$ cat config.mk
export PLATFORM = sky130hd
export DESIGN_NAME = lpm_wake_ctrl
export DESIGN_NICKNAME = d
export VERILOG_FILES = /design/src/rtl/lpm_pkg.sv /design/src/rtl/lpm_sync.sv /design/src/rtl/lpm_wake_qual.sv /design/src/rtl/lpm_settle_cnt.sv /design/src/rtl/lpm_wake_ctrl.sv
export SDC_FILE = /design/constraint.sdc
export NUM_CORES = 1
export LEC_CHECK = 0
export ABC_AREA = 0
export CAP_MARGIN = 0
export CORE_MARGIN = 2
export CORE_UTILIZATION = 50
export DETAILED_ROUTE_END_ITERATION = 10
export PLACE_DENSITY = 0.78
export SLEW_MARGIN = 20
export SYNTH_ARGS = -nofsm -noshare
export SYNTH_HDL_FRONTEND = slang
export SYNTH_SLANG_ARGS = --single-unit
$ cat constraint.sdc
create_clock -name clk -period 3.2 [get_ports clk]
set_clock_uncertainty 0.05 [all_clocks]
set_input_delay 0.48 -clock clk [delete_from_list [all_inputs] [get_ports clk]]
set_output_delay 0.48 -clock clk [all_outputs]
set_load 0.005 [all_outputs]
$ cat src/rtl/lpm_pkg.sv
package lpm_pkg;

    typedef enum logic [1:0] {
        MODE_IDLE1  = 2'b00,
        MODE_IDLE2  = 2'b01,
        MODE_PLLOFF = 2'b10,
        MODE_OSCOFF = 2'b11
    } lpm_mode_e;

    typedef enum logic [1:0] {
        ST_RUN    = 2'b00,
        ST_SLEEP  = 2'b01,
        ST_SETTLE = 2'b10,
        ST_ACK    = 2'b11
    } lpm_state_e;

endpackage

$ cat src/rtl/lpm_sync.sv
module lpm_sync #(
    parameter int W      = 1,
    parameter int STAGES = 2
) (
    input  logic         clk,
    input  logic         rst_n,
    input  logic [W-1:0] d,
    output logic [W-1:0] q
);
    logic [W-1:0] chain [STAGES];

    always_ff @(posedge clk or negedge rst_n) begin
        if (!rst_n) begin
            for (int i = 0; i < STAGES; i++) chain[i] <= '0;
        end else begin
            chain[0] <= d;
            for (int i = 1; i < STAGES; i++) chain[i] <= chain[i-1];
        end
    end

    assign q = chain[STAGES-1];
endmodule

$ cat src/rtl/lpm_wake_qual.sv
module lpm_wake_qual import lpm_pkg::*; #(
    parameter int NX = 3
) (
    input  lpm_mode_e       mode,
    input  logic            cpu_irq_s,
    input  logic            wdt_irq_s,
    input  logic            nmi_s,
    input  logic [NX-1:0]   xint_s,
    input  logic [NX-1:0]   xint_en,
    input  logic            gie,
    output logic            hit
);
    logic ext_hit;

    assign ext_hit = nmi_s | (|(xint_s & xint_en & {NX{gie}}));

    always_comb begin
        unique case (mode)
            MODE_IDLE1:  hit = cpu_irq_s | wdt_irq_s | ext_hit;
            MODE_IDLE2:  hit = wdt_irq_s | ext_hit;
            MODE_PLLOFF: hit = wdt_irq_s | ext_hit;
            MODE_OSCOFF: hit = ext_hit;
        endcase
    end
endmodule

$ cat src/rtl/lpm_settle_cnt.sv
module lpm_settle_cnt #(
    parameter int W = 7
) (
    input  logic         clk,
    input  logic         rst_n,
    input  logic         load,
    input  logic [W-1:0] load_val,
    output logic         done
);
    logic [W-1:0] cnt;

    always_ff @(posedge clk or negedge rst_n) begin
        if (!rst_n)             cnt <= '0;
        else if (load)          cnt <= load_val;
        else if (cnt != '0)     cnt <= cnt - 1'b1;
    end

    assign done = (cnt == '0);
endmodule

$ cat src/rtl/lpm_wake_ctrl.sv
module lpm_wake_ctrl import lpm_pkg::*; #(
    parameter int NX          = 3,
    parameter int SYNC_STAGES = 2,
    parameter int PLL_SETTLE  = 16,
    parameter int OSC_SETTLE  = 64
) (
    input  logic          clk,
    input  logic          rst_n,
    input  logic          mode_we,
    input  logic [1:0]    mode_wdata,
    output logic [1:0]    mode_q,
    input  logic          idle_req,
    input  logic          cpu_irq,
    input  logic          wdt_irq,
    input  logic          nmi,
    input  logic [NX-1:0] xint,
    input  logic [NX-1:0] xint_en,
    input  logic          gie,
    output logic          cpu_clk_en,
    output logic          per_clk_en,
    output logic          pll_en,
    output logic          osc_en,
    output logic          wake_ack
);
    localparam int SETTLE_MAX = (PLL_SETTLE > OSC_SETTLE) ? PLL_SETTLE : OSC_SETTLE;
    localparam int CNT_W      = $clog2(SETTLE_MAX + 1);
    localparam int EV_W       = NX + 3;
    localparam logic [CNT_W-1:0] PLL_LOAD = CNT_W'(PLL_SETTLE - 1);
    localparam logic [CNT_W-1:0] OSC_LOAD = CNT_W'(OSC_SETTLE - 1);

    lpm_state_e       state, state_nxt;
    lpm_mode_e        depth_q, sleep_depth, qual_depth;
    logic [EV_W-1:0]  ev_s;
    logic             wake_hit, cnt_load, cnt_done;
    logic [CNT_W-1:0] cnt_val;

    // Depth field register
    always_ff @(posedge clk or negedge rst_n) begin
        if (!rst_n)       depth_q <= MODE_IDLE1;
        else if (mode_we) depth_q <= lpm_mode_e'(mode_wdata);
    end
    assign mode_q = depth_q;

    lpm_sync #(.W(EV_W), .STAGES(SYNC_STAGES)) u_sync (
        .clk   (clk),
        .rst_n (rst_n),
        .d     ({cpu_irq, wdt_irq, nmi, xint}),
        .q     (ev_s)
    );

    assign qual_depth = (state == ST_RUN) ? depth_q : sleep_depth;

    lpm_wake_qual #(.NX(NX)) u_qual (
        .mode      (qual_depth),
        .cpu_irq_s (ev_s[NX+2]),
        .wdt_irq_s (ev_s[NX+1]),
        .nmi_s     (ev_s[NX]),
        .xint_s    (ev_s[NX-1:0]),
        .xint_en   (xint_en),
        .gie       (gie),
        .hit       (wake_hit)
    );

    lpm_settle_cnt #(.W(CNT_W)) u_settle (
        .clk      (clk),
        .rst_n    (rst_n),
        .load     (cnt_load),
        .load_val (cnt_val),
        .done     (cnt_done)
    );

    // Next-state logic
    always_comb begin
        state_nxt = state;
        cnt_load  = 1'b0;
        cnt_val   = '0;
        unique case (state)
            ST_RUN: begin
                if (idle_req && !wake_hit) state_nxt = ST_SLEEP;
            end
            ST_SLEEP: begin
                if (wake_hit) begin
                    if (sleep_depth == MODE_PLLOFF) begin
                        state_nxt = ST_SETTLE;
                        cnt_load  = 1'b1;
                        cnt_val   = PLL_LOAD;
                    end else if (sleep_depth == MODE_OSCOFF) begin
                        state_nxt = ST_SETTLE;
                        cnt_load  = 1'b1;
                        cnt_val   = OSC_LOAD;
                    end else begin
                        state_nxt = ST_ACK;
                    end
                end
            end
            ST_SETTLE: begin
                if (cnt_done) state_nxt = ST_ACK;
            end
            ST_ACK: state_nxt = ST_RUN;
        endcase
    end

    // State register
    always_ff @(posedge clk or negedge rst_n) begin
        if (!rst_n) begin
            state       <= ST_RUN;
            sleep_depth <= MODE_IDLE1;
        end else begin
            state <= state_nxt;
            if (state == ST_RUN && idle_req && !wake_hit) sleep_depth <= depth_q;
        end
    end

    // Outputs
    always_comb begin
        cpu_clk_en = 1'b1;
        per_clk_en = 1'b1;
        pll_en     = 1'b1;
        osc_en     = 1'b1;
        wake_ack   = 1'b0;
        unique case (state)
            ST_RUN: ;
            ST_SLEEP: begin
                cpu_clk_en = 1'b0;
                per_clk_en = (sleep_depth == MODE_IDLE1);
                pll_en     = (sleep_depth == MODE_IDLE1) || (sleep_depth == MODE_IDLE2);
                osc_en     = (sleep_depth != MODE_OSCOFF);
            end
            ST_SETTLE: begin
                cpu_clk_en = 1'b0;
                per_clk_en = 1'b0;
            end
            ST_ACK: wake_ack = 1'b1;
        endcase
    end
endmodule

# Word level (Yosys, flattened, before mapping)
# Index checks and enable logic that the tools add are counted.
# W data, S select, Z words.
[totals]
input_bits = 16
elab_cells = 64
ff_bits = 25
out_inout_bits = 7
[classes]
mux = 23
bitwise_logic = 6
n_eq_ne = 13
n_reduce_logical = 15
addsub = 1
[op_table]
columns = ["operator", "n"]
rows = [
  ["$mux W6", 4],
  ["$mux W7", 2],
  ["$eq A2 B2 Y1 const B", 6],
  ["$mux W1", 10],
  ["$mux W2", 4],
  ["$ne A2 B2 Y1 const B", 4],
  ["$pmux W2 S4", 1],
  ["$logic_not A7 Y1", 1],
  ["$reduce_bool A7 Y1", 1],
  ["$sub A7 B1 Y7 const B", 1],
  ["$and A3 B3 Y3", 2],
  ["$eq A2 B1 Y1 const B", 3],
  ["$logic_not A2 Y1", 3],
  ["$or A1 B1 Y1", 4],
  ["$reduce_or A2 Y1", 2],
  ["$logic_and A1 B1 Y1", 3],
  ["$pmux W1 S3", 1],
  ["$reduce_and A3 Y1", 1],
  ["$reduce_or A3 Y1", 1],
  ["$pmux W1 S2", 1],
  ["$reduce_bool A2 Y1", 1],
  ["$logic_not A1 Y1", 1],
  ["$logic_or A1 B1 Y1", 1],
]

# Longest topological paths before layout
# Gate-level depths: netlist of the first run.
[logic_depth]
depth_word = 10
depth_mapped = 10
depth_no_buf = 9

# By module
# Synthesis of the first run repeated with hierarchy kept, for this count alone.
[hier_totals]
cells_unflattened = 109
hier_area_um2 = 1275.0
[by_module_without_submodules]
columns = ["mod", "n_inst", "cells_per_inst", "area_each_um2"]
rows = [
  ["lpm_wake_ctrl", 1, 41, 447.9],
  ["lpm_settle_cnt", 1, 43, 434.2],
  ["lpm_sync", 1, 18, 345.3],
  ["lpm_wake_qual", 1, 7, 47.5],
]

# Least setup slack after synthesis of the first run
# OpenSTA, ideal clock, no wires.
[synth_path]
path_type = "flip-flop to flip-flop"
start = "reg state[0]"
end = "reg u_settle.cnt[5]"
arrival_time_ps = 2462
required_time_ps = 3023
path_stages_with_launch = 11
path_buffers = 1
path_slack_ps = 560
path_cell_list = "dfrtp_1 inv_1 ha_1 mux2_2 ha_1 nand2b_1 a21oi_1 nor3_2 or2_1 buf_2 mux2_1"
[synth_between]
elab_chain_cells = 8
elab_cells_between_ends = 15
classes_between = "eq/ne (4); mux (7); reduce/logical (4)"
[synth_rtl]
columns = ["item", "line_no", "source"]
rows = [
  ["start, declared", "lpm_wake_ctrl.sv:31", "lpm_state_e state, state_nxt;"],
  ["start signal, assigned", "lpm_wake_ctrl.sv:109", "state <= state_nxt;"],
  ["$logic_not A2 Y1", "lpm_wake_ctrl.sv:51", "assign qual_depth = (state == ST_RUN) ? depth_q : sleep_depth;"],
  ["$mux W2", "lpm_wake_ctrl.sv:51", ""],
  ["$eq A2 B1 Y1 / $eq A2 B2 Y1 (equally long branches)", "lpm_wake_qual.sv:18", "unique case (mode)"],
  ["$reduce_or A2 Y1 (no source line)", "--", ""],
  ["$pmux W1 S3", "lpm_wake_qual.sv:18", ""],
  ["$mux W6 / $mux W1 (equally long branches)", "lpm_wake_ctrl.sv:82", "if (wake_hit) begin"],
  ["$mux W6 / $mux W1 (equally long branches)", "lpm_wake_ctrl.sv:77", "unique case (state)"],
  ["$mux W7 / $reduce_bool A2 Y1 (equally long branches)", "--", ""],
  ["end signal, assigned", "lpm_settle_cnt.sv:14", "else if (load) cnt <= load_val;"],
  ["end signal, assigned", "lpm_settle_cnt.sv:15", "else if (cnt != '0) cnt <= cnt - 1'b1;"],
  ["end, declared", "lpm_settle_cnt.sv:10", "logic [W-1:0] cnt;"],
]
# Parallel ways exist; a longest one is shown, timed or not.
# A chain may end at the register's enable or synchronous reset.

# Worst setup path after layout of the first run
# Same ends and word-level chain as after synthesis.

==> results of run 1 <==
==> path summary, 6_finish.rpt <==
check | start | endpoint | slack, ns | cells past startpoint
hold reg to reg | u_sync.chain[7] | u_sync.q[1] | 0.31 | 0
min in group asynchronous | rst_n | u_settle.cnt[5] | 0.43 | 2
setup reg to reg | state[0] | u_settle.cnt[5] | 0.40 | 9
max in group asynchronous | rst_n | u_sync.chain[9] | 2.43 | 2
setup / recovery | state[0] | u_settle.cnt[5] | 0.40 | 9
hold / removal | u_sync.chain[7] | u_sync.q[1] | 0.31 | 0
==> metal layers <==
metal  wire length [um]  up-vias  global-route usage (%)  part of all wire (%)
met4                 46        0                    9.21                   2.3
met3                 65        5                    3.45                   3.3
met5                  0        -                       0                     0
met2               1050       17                    31.9                    53
met1                813      375                    19.2                    41
li1                   -      378                       -                     -
==> sequential cells by signal, indices dropped and copies added, names as in the netlist <==
signal	flops
mode_q	2
sleep_depth	2
state	2
u_settle.cnt	7
u_sync.chain	6
u_sync.q	6
==> synth_stat cells, types with 2 or more instances <==
cell and number:
a21oi_1 2, dfrtp_1 25, ha_1 8, inv_1 9, mux2_2 7, nand2_1 7
nand3_1 2, nor2_1 5, o21ai_0 3, or3_1 2, xnor2_1 4
==> layout make-up <==
| type | instances | area (um^2) |
|---|---|---|
| Tap cell | 28 | 35.0 |
| Clock buffer | 3 | 22.5 |
| Timing Repair Buffer | 23 | 228 |
| Sequential cell | 25 | 626 |
| Fill cell | 185 | 748 |
| Multi-Input combinational cell | 60 | 490 |
| Inverter | 9 | 33.8 |
| Clock inverter | 1 | 7.51 |
==> worst max-delay path, stage by stage (launching register included) <==
cell and delay [ns]:
dfrtp_1 0.44, inv_1 0.14, ha_1 0.27, mux2_2 0.36
ha_1 0.28, nand2b_1 0.14, a21oi_1 0.30, nor3_2 0.09
or2_1 0.29, mux2_1 0.33
==> logic make-up (layout without fill, tap and decap cells) <==
group / count (synthesis) / after routing
AOI/OAI and AO/OA: 10 / 10
xor gates and xnor gates: 5 / 5
adders and majority gates: 8 / 8
buffers and inverters: 10 / 36
DFF: 25 / 25
muxes: 9 / 9
and+or+nand+nor: 28 / 28
==> power breakdown <==
part,switching (W),leakage (nW),internal [W]
Clock,0.0000955,0.0139,0.0000478
Sequential,0.0000759,0.295,0.000394
Combinational,0.000239,0.334,0.000282
==> through the flow <==
step	setup WS [ns]	hold WS, ns	instance area [um^2]	cells
after CTS	0.394	0.315	1440	149
final	0.397	0.312	1440	149
after detailed placement	0.438	0.285	1410	145
after global placement	0.528	0.283	1410	145
after floorplan	0.560	0.134	1150	95
after global routing	0.229	0.323	1440	149
==> reports/metrics.csv, run 1 <==
metric,value,unit
WS Path Type,register to register,
Syn Nets,119,
first-pass GRT wire length,3350,um
clock buffer depth,2,
TritonCTS clock tree,built,
unrepaired setup endpoints after global routing,no,
simple-gate share of the synthesized area,14.2,%
adder-cell share of the synthesized area,8.67,%
die area,0.00271,mm^2
Power Density,787,mW/mm^2
CTS Root Cell,clkbuf_4,
Avg Synthesized Cell Area,12.2,um^2
maximum resistive drop on vdd,644,uV
PortBufs,22,
core box area,0.00219,mm^2
post-DP HPWL,1500,um
# IOs,23,
Die Y,52.1,um
setup TNS,0,ns
clock transition at the registers of the reported paths,0.14,ns
Slew Limit Fails,0,
worst slew pin tran,0.334,ns
Peak Freq,357,MHz
vias per inst,5.20,
Hold Fails Final Rpt,0,
worst-path maximum fanout,6,
remaining global-route overflow,0,
Area Overhead vs Synth,24.9,%
largest family of logic cells by synthesized area,simple AND/OR/NAND/NOR gates,
row count,17,
Synth Register Bits,25,
number of nets with antenna violations after routing,0,
vias in the first global route,805,
"most common cell after layout, fill and taps aside",dfrtp_1,
largest net degree at the start of global routing,26,
crit path time final,2.80,ns
Pleak,0.644,nW
Mapped Cells,95,
number of CTS-inserted buffers,3,
crit path launch type,register,
critical path data arrival time,2.99,ns
fin nets,146,
cts hold-fix bufs,0,
Post-Synth XOR/XNOR Area,3.79,%
multiplexer area fraction after synthesis,8.67,%
RePlAce Congestion,0.731,
top-area cell type share of the netlist area,54.2,%
postcts setup bufs,0,
iteration count of the initial detailed-routing pass,4,
most frequent cells in the layout,"dfrtp_1 (25), clkdlybuf4s50_1 (22), inv_1 (9)",
DRT Wirelength,1980,um
"EDFF count, synth",0,
DRT iter0 DRCs,8,
"Distinct cells, synth",32,
max cap viols,0,
synthesized area,0.00115,mm^2
chip width,52.1,um
crit end category,register,
Most used DFF post-synth,dfrtp_1,
post-route DRC violation count,0,
GRT Util Overall,17.6,%
Hold Crit Class,register to register,
"Core Util, Final",65.8,%
Synth Warn #,0,
status,"finished, final reports clean",
max_slew headroom,77.5,%
initial cell density of the core,52.7,%
Post-synth ARST share,100,%
leading area contributor after synthesis,dfrtp_1,
Compound-Gate Fraction of Synth Area,7.15,%
Tot Pwr,0.00113,W
Sink Count,25,
fin crit share,87.6,%
DR vias,775,
Diodes inserted,0,
Resized Gates After CTS,0,
"Clk Latency, worst-skew pair",0.33,ns
drt wl/cell,13.3,um
register area share after synthesis,54.2,%
initial antenna violation count,0,
fraction of layout cells with a size suffix above 1,14.0,%
H-tree depth,1,
Final setup violation count,0,
CP required,3.38,ns
largest cells by area after synthesis,"dfrtp_1 (54%), ha_1 (8.7%), mux2_2 (6.8%)",
No activity file was read; power rests on OpenSTA's default activity.
==> run 2: changes to the inputs <==
--- a/config.mk
+++ b/config.mk
@@ -8,9 +8,10 @@
 export ABC_AREA = 0
 export CAP_MARGIN = 0
 export CORE_MARGIN = 2
-export CORE_UTILIZATION = 50
+export CORE_UTILIZATION = 52
+export CTS_BUF_LIST = sky130_fd_sc_hd__clkbuf_8
 export DETAILED_ROUTE_END_ITERATION = 10
-export PLACE_DENSITY = 0.78
+export PLACE_DENSITY = 0.8
 export SLEW_MARGIN = 20
 export SYNTH_ARGS = -nofsm -noshare
 export SYNTH_HDL_FRONTEND = slang
==> run 2 against run 1 <==
  * Setup slack improved by 0.0094 ns
  * Maximum frequency increased by 0.34%
  * First-iteration DRC count increased to 2.5 times the previous value
  * Worst hold slack got worse by 0.0030 ns
  * Power increased by 4.5%
  * Non-clock buffer count unchanged
  * Final cell count unchanged
  * Count of clock-buffer cells in the layout unchanged
  * Combinational power increased by 0.8%
  * Sequential power about the same
  * Critical path depth unchanged
  * Global-route usage increased by 0.062 points
  * Largest power group unchanged
==> reports/metrics.csv, run 2 (same netlist as run 1, synthesis figures left out) <==
metric,value,unit,change
Area Overhead vs Synth,26.7,%,was 24.9%
unrepaired setup endpoints after global routing,no,,unchanged
post-route DRC violation count,0,,unchanged
"most common cell after layout, fill and taps aside",dfrtp_1,,unchanged
Hold Path Depth,0,,unchanged
CP required,3.31,ns,was 3.38 ns
Reg area,626,um^2,unchanged
crit path launch type,register,,unchanged
PortBufs,22,,unchanged
Slew Limit Fails,0,,unchanged
clock buffer depth,2,,unchanged
largest net degree at the start of global routing,26,,unchanged
# IOs,23,,unchanged
row count,17,,unchanged
critical path data arrival time,2.90,ns,was 2.99 ns
max reg flops,7,,unchanged
Hold Crit Class,register to register,,unchanged
H-tree depth,1,,unchanged
crit path time final,2.79,ns,was 2.80 ns
fraction of layout cells with a size suffix above 1,14.0,%,unchanged
worst reg-to-reg path cell count,9,,unchanged
RePlAce Congestion,0.745,,was 0.731
setup TNS,0,ns,unchanged
most frequent cells in the layout,"dfrtp_1 (25), clkdlybuf4s50_1 (22), inv_1 (9)",,unchanged
DRT Wirelength,1980,um,about the same
vias per inst,5.26,,was 5.20
worst-path maximum fanout,6,,unchanged
TritonCTS clock tree,built,,unchanged
Final setup violation count,0,,unchanged
Reg-to-Reg End,u_settle.cnt[5],,unchanged
number of CTS-inserted buffers,3,,unchanged
worst slew pin tran,0.333,ns,was 0.334 ns
post-DP HPWL,1560,um,was 1500 um
Resized Gates After CTS,0,,unchanged
maximum resistive drop on vdd,564,uV,was 644 uV
DRT iter0 DRCs,20,,was 8
remaining global-route overflow,0,,unchanged
Fill cells,162,,was 185
max cap viols,0,,unchanged
vias in the first global route,809,,was 805
DR vias,784,,was 775
cts hold-fix bufs,0,,unchanged
worst min-delay path startpoint,u_sync.chain[6],,was u_sync.chain[7]
Peak Freq,358,MHz,was 357 MHz
number of nets with antenna violations after routing,0,,unchanged
"Clk Latency, worst-skew pair",0.27,ns,was 0.33 ns
crit end category,register,,unchanged
Sink Count,25,,unchanged
drt wl/cell,13.3,um,about the same
chip width,51.1,um,was 52.1 um
Multi-input gate area,490,um^2,unchanged
Hold Fails Final Rpt,0,,unchanged
max_slew headroom,77.6,%,was 77.5%
initial cell density of the core,53.8,%,was 52.7%
Reg2Reg Setup Slack,0.41,ns,was 0.40 ns
Power Density,811,mW/mm^2,was 787 mW/mm^2
status,"finished, final reports clean",,unchanged
fin crit share,87.3,%,was 87.6%
Diodes inserted,0,,unchanged
Pleak,0.656,nW,was 0.644 nW
postcts setup bufs,0,,unchanged
first-pass GRT wire length,3260,um,was 3350 um
WS Path Type,register to register,,unchanged
Hold Path Sink,u_sync.q[0],,was u_sync.q[1]
CTS Root Cell,clkbuf_8,,was clkbuf_4
initial antenna violation count,0,,unchanged
clock transition at the registers of the reported paths,0.09,ns,was 0.14 ns
iteration count of the initial detailed-routing pass,5,,was 4
Tot Pwr,0.00119,W,was 0.00113 W
die area,0.00261,mm^2,was 0.00271 mm^2
worst reg2reg startpoint,state[0],,unchanged
core box area,0.00215,mm^2,was 0.00219 mm^2
Die Y,51.1,um,was 52.1 um
Largest Register,u_settle.cnt,,unchanged
GRT Util Overall,17.7,%,was 17.6%
fin nets,146,,unchanged
run 2: cell types whose count changed in the layout (fill, tap and decap cells not counted):
| cell | before | now |
|---|---|---|
| clkinvlp_4 | 1 | 0 |
| clkbuf_8 | 0 | 3 |
| clkbuf_4 | 3 | 0 |
| inv_6 | 0 | 1 |
run 2: power by group:
group	switching [W]	total, W	internal [W]
clock	0.000102	0.000194	0.0000911
combinational	0.000241	0.000525	0.000283
sequential	0.0000730	0.000468	0.000395
run 2: critical path: stages (launching register included):
cell      delay (ns)
dfrtp_1         0.42
inv_1           0.15
ha_1            0.26
mux2_2          0.36
ha_1            0.29
nand2b_1        0.15
a21oi_1         0.29
nor3_2          0.09
or2_1           0.29
mux2_1          0.33
run 2: per-stage QoR:
step / setup WS, ns / instance area (um^2) / std cells / utilization [%] / hold WS [ns]
final: 0.406 / 1460 / 149 / 68.1 / 0.309
after global routing: 0.263 / 1460 / 149 / 68.1 / 0.314
after CTS: 0.389 / 1460 / 149 / 68.1 / 0.306
after detailed placement: 0.417 / 1410 / 145 / 65.8 / 0.286
after global placement: 0.530 / 1410 / 145 / 65.8 / 0.282
after floorplan: 0.560 / 1150 / 95 / - / 0.134
run 2: worst max path at each step:
| stage | cells after the start | endpoint | slack, ns | startpoint |
|---|---|---|---|---|
| finish | 9 | u_settle.cnt[5] | 0.41 | state[0] |
| global route | 9 | u_settle.cnt[5] | 0.26 | state[0] |
| CTS | 9 | u_settle.cnt[5] | 0.39 | state[0] |
| detailed placement | 9 | u_settle.cnt[5] | 0.42 | state[0] |
| global placement | 9 | u_settle.cnt[5] | 0.53 | state[0] |
| floorplan | 10 | u_settle.cnt[5] | 0.56 | state[0] |
run 2: metal layers:
layer  vias up  track usage, %  share of wire (%)
met3         4            6.14                5.2
met2        23            33.1                 56
li1        382               -                  -
met1       375            17.0                 37
met4         0            8.11                1.8
met5         -               0                  0
run 2: layout make-up:
cell class / instances / share of cell area [%]
flip-flops and latches: 25 / 42.8
clock buffers: 3 / 2.82
multi-input cells: 60 / 33.5
repair buffers: 23 / 15.6
clock inverters: 1 / 0.599
inverters: 9 / 2.31
well taps: 28 / 2.40
